[src/rtl/tis_pkg.sv]
package tis_pkg;
    // Level tracker states for one timer channel
    typedef enum logic {
        LVL_LOW  = 1'b0,
        LVL_HIGH = 1'b1
    } lvl_state_e;
endpackage

[src/rtl/tis_sync.sv]
module tis_sync #(
    parameter int STAGES = 2
) (
    input  logic clk,
    input  logic rst_n,
    input  logic d,
    output logic q
);
    logic [STAGES-1:0] sh;

    always_ff @(posedge clk or negedge rst_n) begin
        if (!rst_n) sh <= '0;
        else        sh <= {sh[STAGES-2:0], d};
    end

    assign q = sh[STAGES-1];
endmodule

[src/rtl/tis_edge_fsm.sv]
module tis_edge_fsm
    import tis_pkg::*;
(
    input  logic clk,
    input  logic rst_n,
    input  logic lvl,
    output logic rise
);
    lvl_state_e state, nxt;

    always_ff @(posedge clk or negedge rst_n) begin
        if (!rst_n) state <= LVL_LOW;
        else        state <= nxt;
    end

    always_comb begin
        nxt = state;
        unique case (state)
            LVL_LOW:  if (lvl)  nxt = LVL_HIGH;
            LVL_HIGH: if (!lvl) nxt = LVL_LOW;
        endcase
    end

    // Rise event: leaving LVL_LOW towards LVL_HIGH
    always_comb begin
        rise = 1'b0;
        unique case (state)
            LVL_LOW:  rise = lvl;
            LVL_HIGH: rise = 1'b0;
        endcase
    end
endmodule

[src/rtl/tis_prescaler.sv]
module tis_prescaler #(
    parameter int DIV = 20
) (
    input  logic clk,
    input  logic rst_n,
    output logic tick
);
    localparam int CW = (DIV > 2) ? $clog2(DIV) : 1;
    localparam logic [CW-1:0] LAST = CW'(DIV - 1);

    logic [CW-1:0] cnt;

    always_ff @(posedge clk or negedge rst_n) begin
        if (!rst_n)           cnt <= '0;
        else if (cnt == LAST) cnt <= '0;
        else                  cnt <= cnt + 1'b1;
    end

    assign tick = (cnt == LAST);
endmodule

[src/rtl/tis_top.sv]
module tis_top #(
    parameter int STAT_W   = 8,
    parameter int TICK_DIV = 20,
    parameter int SYNC_FF  = 2
) (
    input  logic              clk,
    input  logic              rst_n,
    input  logic              tmr_ch0_out,
    input  logic              tmr_ch2_out,
    input  logic              wr_en,
    input  logic [STAT_W-1:0] wr_data,
    output logic [STAT_W-1:0] status,
    output logic              irq,
    output logic              tmr_tick
);
    localparam int NCH = 2;

    logic [NCH-1:0] pin_in;
    logic [NCH-1:0] lvl_sync;
    logic [NCH-1:0] rise_ev;
    logic [NCH-1:0] stat_q;

    assign pin_in = {tmr_ch2_out, tmr_ch0_out};

    for (genvar i = 0; i < NCH; i++) begin : g_ch
        tis_sync #(.STAGES(SYNC_FF)) u_sync (
            .clk  (clk),
            .rst_n(rst_n),
            .d    (pin_in[i]),
            .q    (lvl_sync[i])
        );

        tis_edge_fsm u_fsm (
            .clk  (clk),
            .rst_n(rst_n),
            .lvl  (lvl_sync[i]),
            .rise (rise_ev[i])
        );

        // A rise event takes priority over a clearing write
        always_ff @(posedge clk or negedge rst_n) begin
            if (!rst_n)                     stat_q[i] <= 1'b0;
            else if (rise_ev[i])            stat_q[i] <= 1'b1;
            else if (wr_en && !wr_data[i])  stat_q[i] <= 1'b0;
        end
    end

    tis_prescaler #(.DIV(TICK_DIV)) u_pre (
        .clk  (clk),
        .rst_n(rst_n),
        .tick (tmr_tick)
    );

    assign status = {{(STAT_W-NCH){1'b0}}, stat_q};
    assign irq    = |stat_q;
endmodule

[config.mk]
export PLATFORM = sky130hd
export DESIGN_NAME = tis_top
export DESIGN_NICKNAME = d
export VERILOG_FILES = /design/src/rtl/tis_pkg.sv /design/src/rtl/tis_sync.sv /design/src/rtl/tis_edge_fsm.sv /design/src/rtl/tis_prescaler.sv /design/src/rtl/tis_top.sv
export SDC_FILE = /design/constraint.sdc
export NUM_CORES = 1
export LEC_CHECK = 0
export ABC_AREA = 1
export BUFFER_PORTS_ARGS = -buffer_cell sky130_fd_sc_hd__buf_2
export CAP_MARGIN = 25
export CORE_MARGIN = 8
export CORE_UTILIZATION = 40
export DETAILED_ROUTE_END_ITERATION = 10
export GPL_TIMING_DRIVEN = 0
export PLACE_DENSITY = 0.66
export SLEW_MARGIN = 20
export SYNTH_ARGS = -nofsm -noshare
export SYNTH_HDL_FRONTEND = slang
export SYNTH_HIERARCHICAL = 1
export SYNTH_SLANG_ARGS = --single-unit
[constraint.sdc]
create_clock -name clk -period 2.2 [get_ports clk]
set_clock_uncertainty 0.15 [all_clocks]
set_input_delay 0.22 -clock clk [delete_from_list [all_inputs] [get_ports clk]]
set_output_delay 0.22 -clock clk [all_outputs]
set_load 0.01 [all_outputs]
# == After elaboration in Yosys (flattened, before gate mapping) ==
# Index checks and enable logic that the tools add are counted.
# word_totals
register_bits,13
inputBits,13
output_inout_bits,10
elab_cells,27
# op_classes
add_sub_neg,1
eq_ne,1
muxes,9
bitwise,2
reduce_logical,7
# op_table
op,n
$mux 1,6
$add 5x1->5 const B,1
$eq 5x5->1 const B,1
$mux 5,1
$pmux 1 s2,2
$reduce_bool 2->1,2
$logic_and 1x1->1,2
$logic_not 1->1,2
$not 1->1,2
$reduce_or 2->1,1

# == Logic depth before layout (Yosys ltp) ==
# Gate-level depths: netlist of run 1.
# depth
ltp_word,4
depth_mapped,6
mapped_depth_nobuf,6

# == Cells and area by module ==
# The synthesis of run 1 kept the hierarchy.
# by_module_without_submodules
mod,instances,cells_each,area_per_inst_um2,seq_area_each_um2
tis_prescaler,1,23,210.2,125.1
tis_top,1,20,142.6,50.0
tis_sync,2,2,50.0,50.0
tis_edge_fsm,2,3,35.0,25.0

# == Worst setup path before layout of run 1 ==
# No wires, ideal clock.
# synth_path
kind,reg-to-output
startpoint,register u_pre.cnt[0]
endpoint,output tmr_tick
arrival_time_ns,0.812
required_ns,1.830
setup_slack_ns,1.018
stages_incl_launch_ff,6
n_path_buf,0
cell_sequence,dfrtp_1 ha_1 inv_1 nor2_1 nand2_1 inv_1
# synth_via
elab_chain_cells,1
# synth_rtl
item,line_no,rtl
"start, declared",tis_prescaler.sv:11,logic [CW-1:0] cnt;
"start signal, assigned",tis_prescaler.sv:16,else cnt <= cnt + 1'b1;
$eq 5x5->1,tis_prescaler.sv:19,assign tick = (cnt == LAST);
"end, declared",tis_top.sv:14,output logic tmr_tick
# No other way between the ends.

# == Worst setup path after layout of run 1 ==
# Same ends and word-level chain as after synthesis.

==> results.py, run 1 <==
metrics = {
    "status": {
        "status": "finished clean",
    },
    "clocking": {
        "cts_setup_buffers": 0,
        "cts_root_buffer": "clkbuf_4",
        "cts_hold_buf": 3,
        "cts_resized": 0,
        "cts_tree": "yes",
        "htreeDepth": 1,
        "clkTransAtPathRegs_ns": 0.08,
        "cts-buffers-inserted": 3,
        "clockBufferDepth": 2,
        "clk_latency_ns": 0.27,
        "cts_num_sinks": 13,
    },
    "synth": {
        "syn-mean-instance-area_um2": 9.87,
        "netlist_area_um2": 523,
        "synth_area_leaders": "dfrtp_1 (62%), buf_4 (8.6%), nand2_1 (7.9%), inv_1 (6.5%), nor2_1 (3.6%)",
        "synth_top_area_share_pct": 62.2,
        "synthArstFlopShare_pct": 100,
        "ys_seq_elements": 13,
        "yosysMostFrequentCell": "dfrtp_1",
        "synth_edf_count": 0,
        "ys_top_cells_by_count": "dfrtp_1 (13), nand2_1 (11), inv_1 (9), buf_4 (6), nor2_1 (5)",
        "synth-seq-area-share_pct": 62.2,
        "syn_inst": 53,
        "synth_cell_types": 12,
        "synth_top_cell_by_area": "dfrtp_1",
        "yosys_warnings": 6,
        "synthFlopType": "dfrtp_1",
    },
    "timing": {
        "fin_crit_sh_pct": 74.6,
        "rsz0062_at_grt": "false",
        "drv_slew": 0,
        "min_period_ns": 1.64,
        "fmax_mhz": 609,
        "setup_viol_count_final": 0,
        "worst_slack_ns": 0.559,
        "tns_ns": 0,
        "hold_viol_final": 0,
    },
    "floorplanning": {
        "die_w_um": 52.2,
        "num_rows": 13,
        "start_util_pct": 41.2,
        "die_y_um": 52.2,
        "dieArea_um2": 2720,
        "io_pins": 23,
        "coreArea_um2": 1270,
    },
    "critical_path": {
        "regToRegSetupSlack_ns": 1.03,
        "required_ns": 1.83,
        "reg2reg_from": "u_pre/cnt[0]",
        "critPathKind": "reg2out",
        "worst_path_largest_cell_delay_ns": 0.37,
        "ff2ff_path_depth": 6,
        "crit_top_cell": "inv_1",
        "start_kind": "flip-flop",
        "timing.rr.end": "u_pre/cnt[0]",
        "crit_path_top_delay_cell": "dfrtp_1",
        "crit_chain": "ha_1 > inv_1 > nor2_1 > nand2_1 > inv_1 > buf_2",
        "cp.arrival_ns": 1.27,
        "crit_path_end_kind": "primary output",
        "crit_fanout": 3,
    },
    "route": {
        "drtAntennaViolNets": 0,
        "totalWireLength_um": 843,
        "via_count": 357,
        "wl_per_cell_um": 9.37,
        "drt_iter0_drc": 5,
        "firstDrtPassIters": 3,
        "via_per_inst": 3.97,
        "drc": 0,
    },
    "placement": {
        "hpwl_um": 623,
        "dp_slack_ns": 0.861,
        "placed_area_um2": 611,
        "gp_congestion": 0.671,
        "place_inst": 83,
        "portBuffers": 10,
    },
    "final_layout": {
        "stdcell_count": 90,
        "area_growth_pct": 27.8,
        "antennaDiodeCount": 0,
        "n_fill_cell": 115,
        "drive_gt1_share_pct": 29.3,
        "stdcell_area_um2": 668,
        "fin_nets": 90,
    },
    "global_route": {
        "overflow": 0,
        "grt_pass1_wl_um": 1470,
        "grt_antenna_before_repair": 0,
        "track_usage_pct": 7.20,
        "grt_max_degree": 14,
        "grt_pass1_vias": 361,
    },
    "job": {
        "cap_violations": 0,
    },
    "worst_hold_path": {
        "whs_endpoint": "status[0]",
        "holdPathStages": 4,
        "hold_path_class": "in2reg",
        "holdCritStartpoint": "wr_en",
    },
    "pwr": {
        "ir_drop_uv": 516,
        "p_leak_uw": 0.000374,
        "powerDensity_nw_per_um2": 660,
    },
}
## layout by cell type, fill, tap and decap left out
| cell | n |
|---|---|
| dfrtp_1 | 13 |
| nand2_1 | 11 |
| buf_2 | 10 |
| inv_1 | 9 |
| buf_4 | 6 |
| conb_1 | 6 |
| nor2_1 | 5 |
| clkbuf_4 | 3 |
| dlygate4sd3_1 | 3 |
| nor2_2 | 2 |
| nand3_1 | 2 |
| or2_1 | 1 |
| clkinv_2 | 1 |
| xnor2_1 | 1 |
| o21ai_0 | 1 |
| ha_1 | 1 |
## stage by stage
stage / power, µW / utilization (%) / hold slack [ns]
after detailed placement: 300 / 48.1 / -0.0275
after floorplan: 281 / - / -0.226
final: 441 / 52.7 / 0.0526
after global placement: 298 / 48.1 / -0.0341
after global routing: 466 / 52.7 / 0.0520
after CTS: 447 / 52.7 / 0.0510
## routing by layer
metal  wire length, µm  GRT usage (%)  up-vias
met3               135           3.99        4
met4                29           7.33        0
li1                  -              -      188
met1               361           7.09      147
met2               317           10.2       18
met5                 0              0        -
## critical path: cells and delay by family, from the launching register on
kind | cells | cell delay [ns]
flip-flops | 1 | 0.37
buffers and inverters | 3 | 0.25
adder cells (fa/ha/maj) | 1 | 0.18
AND/OR/NAND/NOR | 2 | 0.20
## how the worst max path moves through the flow
stage                  from       end  slack, ns  depth (start not counted)
6_report       u_pre/cnt[0]  tmr_tick       0.56                          6
5_1_grt        u_pre/cnt[0]  tmr_tick       0.44                          6
4_1_cts        u_pre/cnt[0]  tmr_tick       0.56                          6
3_5_place_dp   u_pre/cnt[0]  tmr_tick       0.86                          6
3_3_place_gp   u_pre/cnt[0]  tmr_tick       0.88                          6
2_1_floorplan  u_pre/cnt[0]  tmr_tick       1.02                          5
## registers in the layout, indices dropped and copies added (netlist names)
register,flops
g_ch.u_sync/sh,4
u_pre/cnt,5
status,2
g_ch.u_fsm/state,2
## layout make-up
class / instances / area (µm²) / area share (%)
sequential: 13 / 325 / 48.7
inverter: 9 / 33.8 / 5.06
buffer: 6 / 45.0 / 6.74
timing repair buffer: 13 / 80.1 / 12.0
clock inverter: 1 / 5.00 / 0.749
multi-input combinational: 30 / 138 / 20.6
clock buffer: 3 / 22.5 / 3.37
tap: 15 / 18.8 / 2.81
## power breakdown
| group | internal, µW | switching [µW] | total (µW) |
|---|---|---|---|
| clock network | 67.3 | 75.5 | 143 |
| registers | 248 | 4.50 | 253 |
| logic | 22.4 | 22.5 | 44.9 |
| total | 338 | 103 | 441 |
## cell families after synthesis
kind of cell               count (synthesis)  synth area share, %
DFF                                       13                 62.2
adders and majority gates                  1                 2.39
buffers and inverters                     15                 15.1
AOI/OAI and AO/OA                          1                0.956
and+or+nand+nor                           21                 17.0
xor gates and xnor gates                   1                 1.67
other                                      1                0.717
No activity file was read; power rests on OpenSTA's default activity.
==> inputs of run 2 (changes only) <==
CORE_UTILIZATION = 39   (was 40)
PLACE_DENSITY = 0.68   (was 0.66)
clock period = 1.35 ns   (was 2.2 ns; I/O delays follow)
==> results.py, run 2 (synthesis results as in run 1) <==
metrics = {
    "critical_path": {
        "cp-endpoint": "tmr_tick",
        "required_ns": 1.07,
        "crit_top_cell": "inv_2",
        "cp.arrival_ns": 1.18,
        "crit_path_end_kind": "primary output",
        "crit_fanout": 2,
        "start_kind": "flip-flop",
        "critPathKind": "reg2out",
        "timing.rr.end": "u_pre/cnt[4]",
        "worst_path_largest_cell_delay_ns": 0.38,
        "crit_path_top_delay_cell": "dfrtp_1",
        "crit_start": "u_pre/cnt[1]",
        "cp_num_cells": 6,
        "regToRegSetupSlack_ns": 0.14,
        "crit_chain": "ha_2 > inv_2 > nor2_4 > nand2_2 > inv_2 > buf_6",
        "cp_top_family": "flip-flops",
        "ff2ff_path_depth": 7,
        "cp_num_buf_inv": 3,
        "reg2reg_from": "u_pre/cnt[0]",
    },
    "route": {
        "wl_per_cell_um": 9.57,
        "via_per_inst": 3.96,
        "totalWireLength_um": 919,
        "drtAntennaViolNets": 0,
        "firstDrtPassIters": 4,
        "via_count": 380,
        "drc": 0,
        "drt_iter0_drc": 1,
    },
    "timing": {
        "setup_viol_count_final": 1,
        "min_period_ns": 1.46,
        "hold_viol_final": 0,
        "fin_crit_sh_pct": 108,
        "fmax_mhz": 685,
        "hold_slack_ns": 0.113,
        "worst_slack_ns": -0.111,
        "drv_slew": 0,
        "rsz0062_at_grt": "true",
    },
    "placement": {
        "gp_congestion": 0.735,
        "dp_slack_ns": 0.0813,
        "portBuffers": 10,
        "hpwl_um": 650,
        "place_inst": 83,
    },
    "pwr": {
        "p_sw_uw": 158,
        "powerDensity_nw_per_um2": 974,
        "total_power_uw": 719,
        "intPower_uw": 561,
        "pwr-share-seq_pct": 57.5,
        "p_clk_share_pct": 31.6,
        "p_comb_share_pct": 10.9,
        "p_sw_share_pct": 22.0,
        "ir_drop_uv": 575,
        "p_leak_uw": 0.000395,
    },
    "final_layout": {
        "antennaDiodeCount": 0,
        "final_cell_mix": "dfrtp_1 (13), nand2_1 (10), buf_4 (9), buf_2 (9), inv_1 (7)",
        "drive_gt1_share_pct": 35.8,
        "regMostFlops": "u_pre/cnt",
        "fin_util_pct": 57.4,
        "largest_reg_flops": 5,
        "largestRegisters": "u_pre/cnt x5, g_ch.u_sync/sh x4",
        "stdcell_count": 96,
        "area_growth_pct": 41.1,
        "final_common_cell": "dfrtp_1",
        "fin_nets": 96,
    },
    "global_route": {
        "use_met3_pct": 1.99,
        "track_usage_pct": 7.47,
        "grt_pass1_vias": 379,
        "grt_antenna_before_repair": 0,
        "grt_max_degree": 14,
        "overflow": 0,
        "grt_use_met2_pct": 12.8,
        "busiest_layer": "met2",
        "grt.met1_usage_pct": 7.63,
        "grt_pass1_wl_um": 1520,
    },
    "status": {
        "status": "finished, violations left",
        "violations": "negative setup slack",
    },
    "clocking": {
        "htreeDepth": 1,
        "clockBufferDepth": 2,
        "clkTransAtPathRegs_ns": 0.07,
        "cts_tree": "yes",
        "cts-buffers-inserted": 3,
        "cts_num_sinks": 13,
        "clk_latency_ns": 0.26,
        "cts_root_buffer": "clkbuf_4",
    },
    "floorplanning": {
        "die_w_um": 52.6,
        "io_pins": 23,
        "num_rows": 13,
        "die_y_um": 52.6,
        "dieArea_um2": 2770,
        "coreArea_um2": 1280,
        "start_util_pct": 40.7,
    },
    "worst_hold_path": {
        "hold_path_class": "in2async",
    },
    "job": {
        "cap_violations": 0,
    },
}
## run 2: area by class of cell
type / count / area [µm²]
fillers: 118 / 547
flip-flops and latches: 13 / 325
multi-input cells: 30 / 150
repair buffers: 19 / 139
plain buffers: 6 / 45.0
inverters: 9 / 33.8
clock buffers: 4 / 26.3
well taps: 15 / 18.8
## run 2: metal layers
| layer | wire, µm | up-vias |
|---|---|---|
| li1 | - | 202 |
| met1 | 384 | 163 |
| met2 | 452 | 15 |
| met3 | 83 | 0 |
| met4 | 0 | 0 |
| met5 | 0 | - |
## run 2: timing repair
action,4_1_cts,5_1_grt
pin swaps,0,1
gates resized for setup,3,4
gates cloned,0,0
endpoints found under the hold margin,17,0
endpoints found under the setup margin,1,1
buffers inserted,1,2
hold buffers,6,0
## run 2: worst min-delay path by stage
stage          start                   end
2_1_floorplan  rst_n   g_ch[0].u_fsm/state
3_3_place_gp   rst_n  g_ch[0].u_sync/sh[0]
3_5_place_dp   rst_n  g_ch[0].u_sync/sh[0]
4_1_cts        rst_n  g_ch[0].u_sync/sh[0]
5_1_grt        rst_n          u_pre/cnt[1]
6_report       rst_n  g_ch[0].u_sync/sh[0]
## run 2: power groups by stage
stage	sequential, µW	clock [µW]	combinational, µW
floorplan	423	0	35.4
global placement	420	0	65.5
detailed placement	422	0	66.2
CTS	414	238	79.5
global route	415	264	89.6
finish	413	227	78.7
## run 2: worst reg2reg max path, delay by kind of cell (launching register included)
family / cells / cell delay (ns)
simple gates: 4 / 0.23
fa+ha+maj: 1 / 0.19
flops: 1 / 0.36
buf+inv: 2 / 0.18
## run 2: through the flow
step	area, µm²	setup TNS (ns)
detailed placement	611	0
global route	738	-0.182
CTS	709	-0.173
floorplan	542	0
finish	738	-0.111
global placement	611	0
==> inputs of run 3 (changes only) <==
RECOVER_POWER = 25   (was unset)
==> results.py, run 3 (synthesis results as in run 1) <==
metrics = {
    "status": {
        "status": "finished, violations left",
        "violations": "negative setup slack",
    },
    "critical_path": {
        "crit_path_end_kind": "primary output",
        "crit_fanout": 2,
        "reg2reg_from": "u_pre/cnt[0]",
        "required_ns": 1.07,
        "crit_start": "u_pre/cnt[1]",
        "cp.arrival_ns": 1.18,
        "critPathKind": "reg2out",
        "start_kind": "flip-flop",
    },
    "timing": {
        "drv_slew": 0,
        "setup_viol_count_final": 1,
        "slew_headroom_pct": 56.6,
        "min_period_ns": 1.46,
        "worst_slack_ns": -0.111,
        "hold_viol_final": 0,
        "rsz0062_at_grt": "true",
        "worst_pin_slew_ns": 0.651,
        "hold_slack_ns": 0.214,
        "fmax_mhz": 685,
        "fin_crit_sh_pct": 108,
    },
    "route": {
        "firstDrtPassIters": 4,
        "via_per_inst": 3.95,
        "wl_per_cell_um": 9.57,
        "via_count": 379,
        "drtAntennaViolNets": 0,
        "totalWireLength_um": 919,
        "drc": 0,
        "drt_iter0_drc": 1,
    },
    "clocking": {
        "clkTransAtPathRegs_ns": 0.07,
        "cts_root_buffer": "clkbuf_4",
        "cts-buffers-inserted": 3,
        "clk_latency_ns": 0.26,
        "cts_num_sinks": 13,
        "cts_tree": "yes",
        "htreeDepth": 1,
        "clockBufferDepth": 2,
    },
    "floorplanning": {
        "coreArea_um2": 1280,
        "dieArea_um2": 2770,
        "start_util_pct": 40.7,
        "die_w_um": 52.6,
        "io_pins": 23,
        "num_rows": 13,
        "die_y_um": 52.6,
    },
    "final_layout": {
        "antennaDiodeCount": 0,
        "drive_gt1_share_pct": 34.6,
        "fin_nets": 96,
        "multi_input_area_um2": 150,
        "area_growth_pct": 40.9,
        "final_common_cell": "dfrtp_1",
        "largest_reg_flops": 5,
        "layout.area.seq_um2": 325,
        "largestRegisters": "u_pre/cnt x5, g_ch.u_sync/sh x4",
        "n_fill_cell": 119,
        "final_cell_mix": "dfrtp_1 (13), nand2_1 (10), buf_4 (9)",
        "regMostFlops": "u_pre/cnt",
    },
    "global_route": {
        "grt_max_degree": 14,
        "grt_pass1_vias": 379,
        "track_usage_pct": 7.47,
        "grt_pass1_wl_um": 1520,
        "overflow": 0,
        "grt_antenna_before_repair": 0,
    },
    "placement": {
        "gp_congestion": 0.735,
        "dp_slack_ns": 0.0813,
        "hpwl_um": 650,
        "portBuffers": 10,
    },
    "worst_hold_path": {
        "hold_path_class": "reg2reg",
        "holdCritStartpoint": "g_ch[0].u_sync/sh[0]",
    },
    "pwr": {
        "powerDensity_nw_per_um2": 975,
        "ir_drop_uv": 574,
        "p_leak_uw": 0.000392,
    },
    "job": {
        "cap_violations": 0,
    },
}
[run 3: cell count changes in the layout (fill, tap and decap cells not counted), sizes merged]
cell | previous run | this run
clkbuf | 4 | 5
buf | 19 | 18
[run 3: path summary, 6_finish.rpt]
kind	slack, ns	to	depth (start not counted)
worst max-delay path	-0.11	tmr_tick	6
worst min-delay path	0.21	g_ch[0].u_sync/sh[1]	0
worst max register to register	0.14	u_pre/cnt[4]	7
worst min register to register	0.21	g_ch[0].u_sync/sh[1]	0
max in group asynchronous	0.38	u_pre/cnt[4]	2
min in group asynchronous	0.25	g_ch[0].u_sync/sh[0]	2
[run 3: cell type report]
cell class / instances / area share, %
multi-input cells: 30 / 20.4
plain buffers: 6 / 6.11
flip-flops and latches: 13 / 44.1
well taps: 15 / 2.55
clock buffers: 4 / 3.57
inverters: 9 / 4.58
repair buffers: 19 / 18.7
[run 3: repair_timing]
action | 4_1_cts | 5_1_grt
gates resized for setup | 3 | 4
cloned | 0 | 0
setup endpoints to repair | 1 | 1
buffers inserted | 1 | 2
pin swaps | 0 | 1
hold buffers | 6 | 0
hold endpoints to repair | 17 | 0
[run 3: stage by stage]
stage                     cell area (µm²)  power [µW]  util, %  instances  setup TNS (ns)
after floorplan                       542         459        -         58               0
after global placement                611         485     47.5         83               0
after detailed placement              611         488     47.5         83               0
after CTS                             709         732     55.2         94          -0.173
after global routing                  737         769     57.4         96          -0.182
final                                 737         718     57.4         96          -0.111
[run 3: metal layers]
metal / wire, µm / track usage, % / up-vias / part of all wire (%)
met3: 83 / 1.99 / 0 / 9.0
met5: 0 / 0 / - / 0
met1: 384 / 7.63 / 162 / 42
li1: - / - / 202 / -
met2: 452 / 12.8 / 15 / 49
met4: 0 / 5.17 / 0 / 0
[run 3: critical path: stages, from the launching register on]
cell and delay, ns:
dfrtp_1 0.38, ha_2 0.19, inv_2 0.08, nor2_4 0.04, nand2_2 0.07, inv_2 0.04
buf_6 0.11
[run 3: report_power, final]
group	internal, µW	leakage (µW)	switching, µW
sequential	405	0.000153	8.15
combinational	41.6	0.000224	36.7
clock	114	0.0000150	113
total	561	0.000392	158
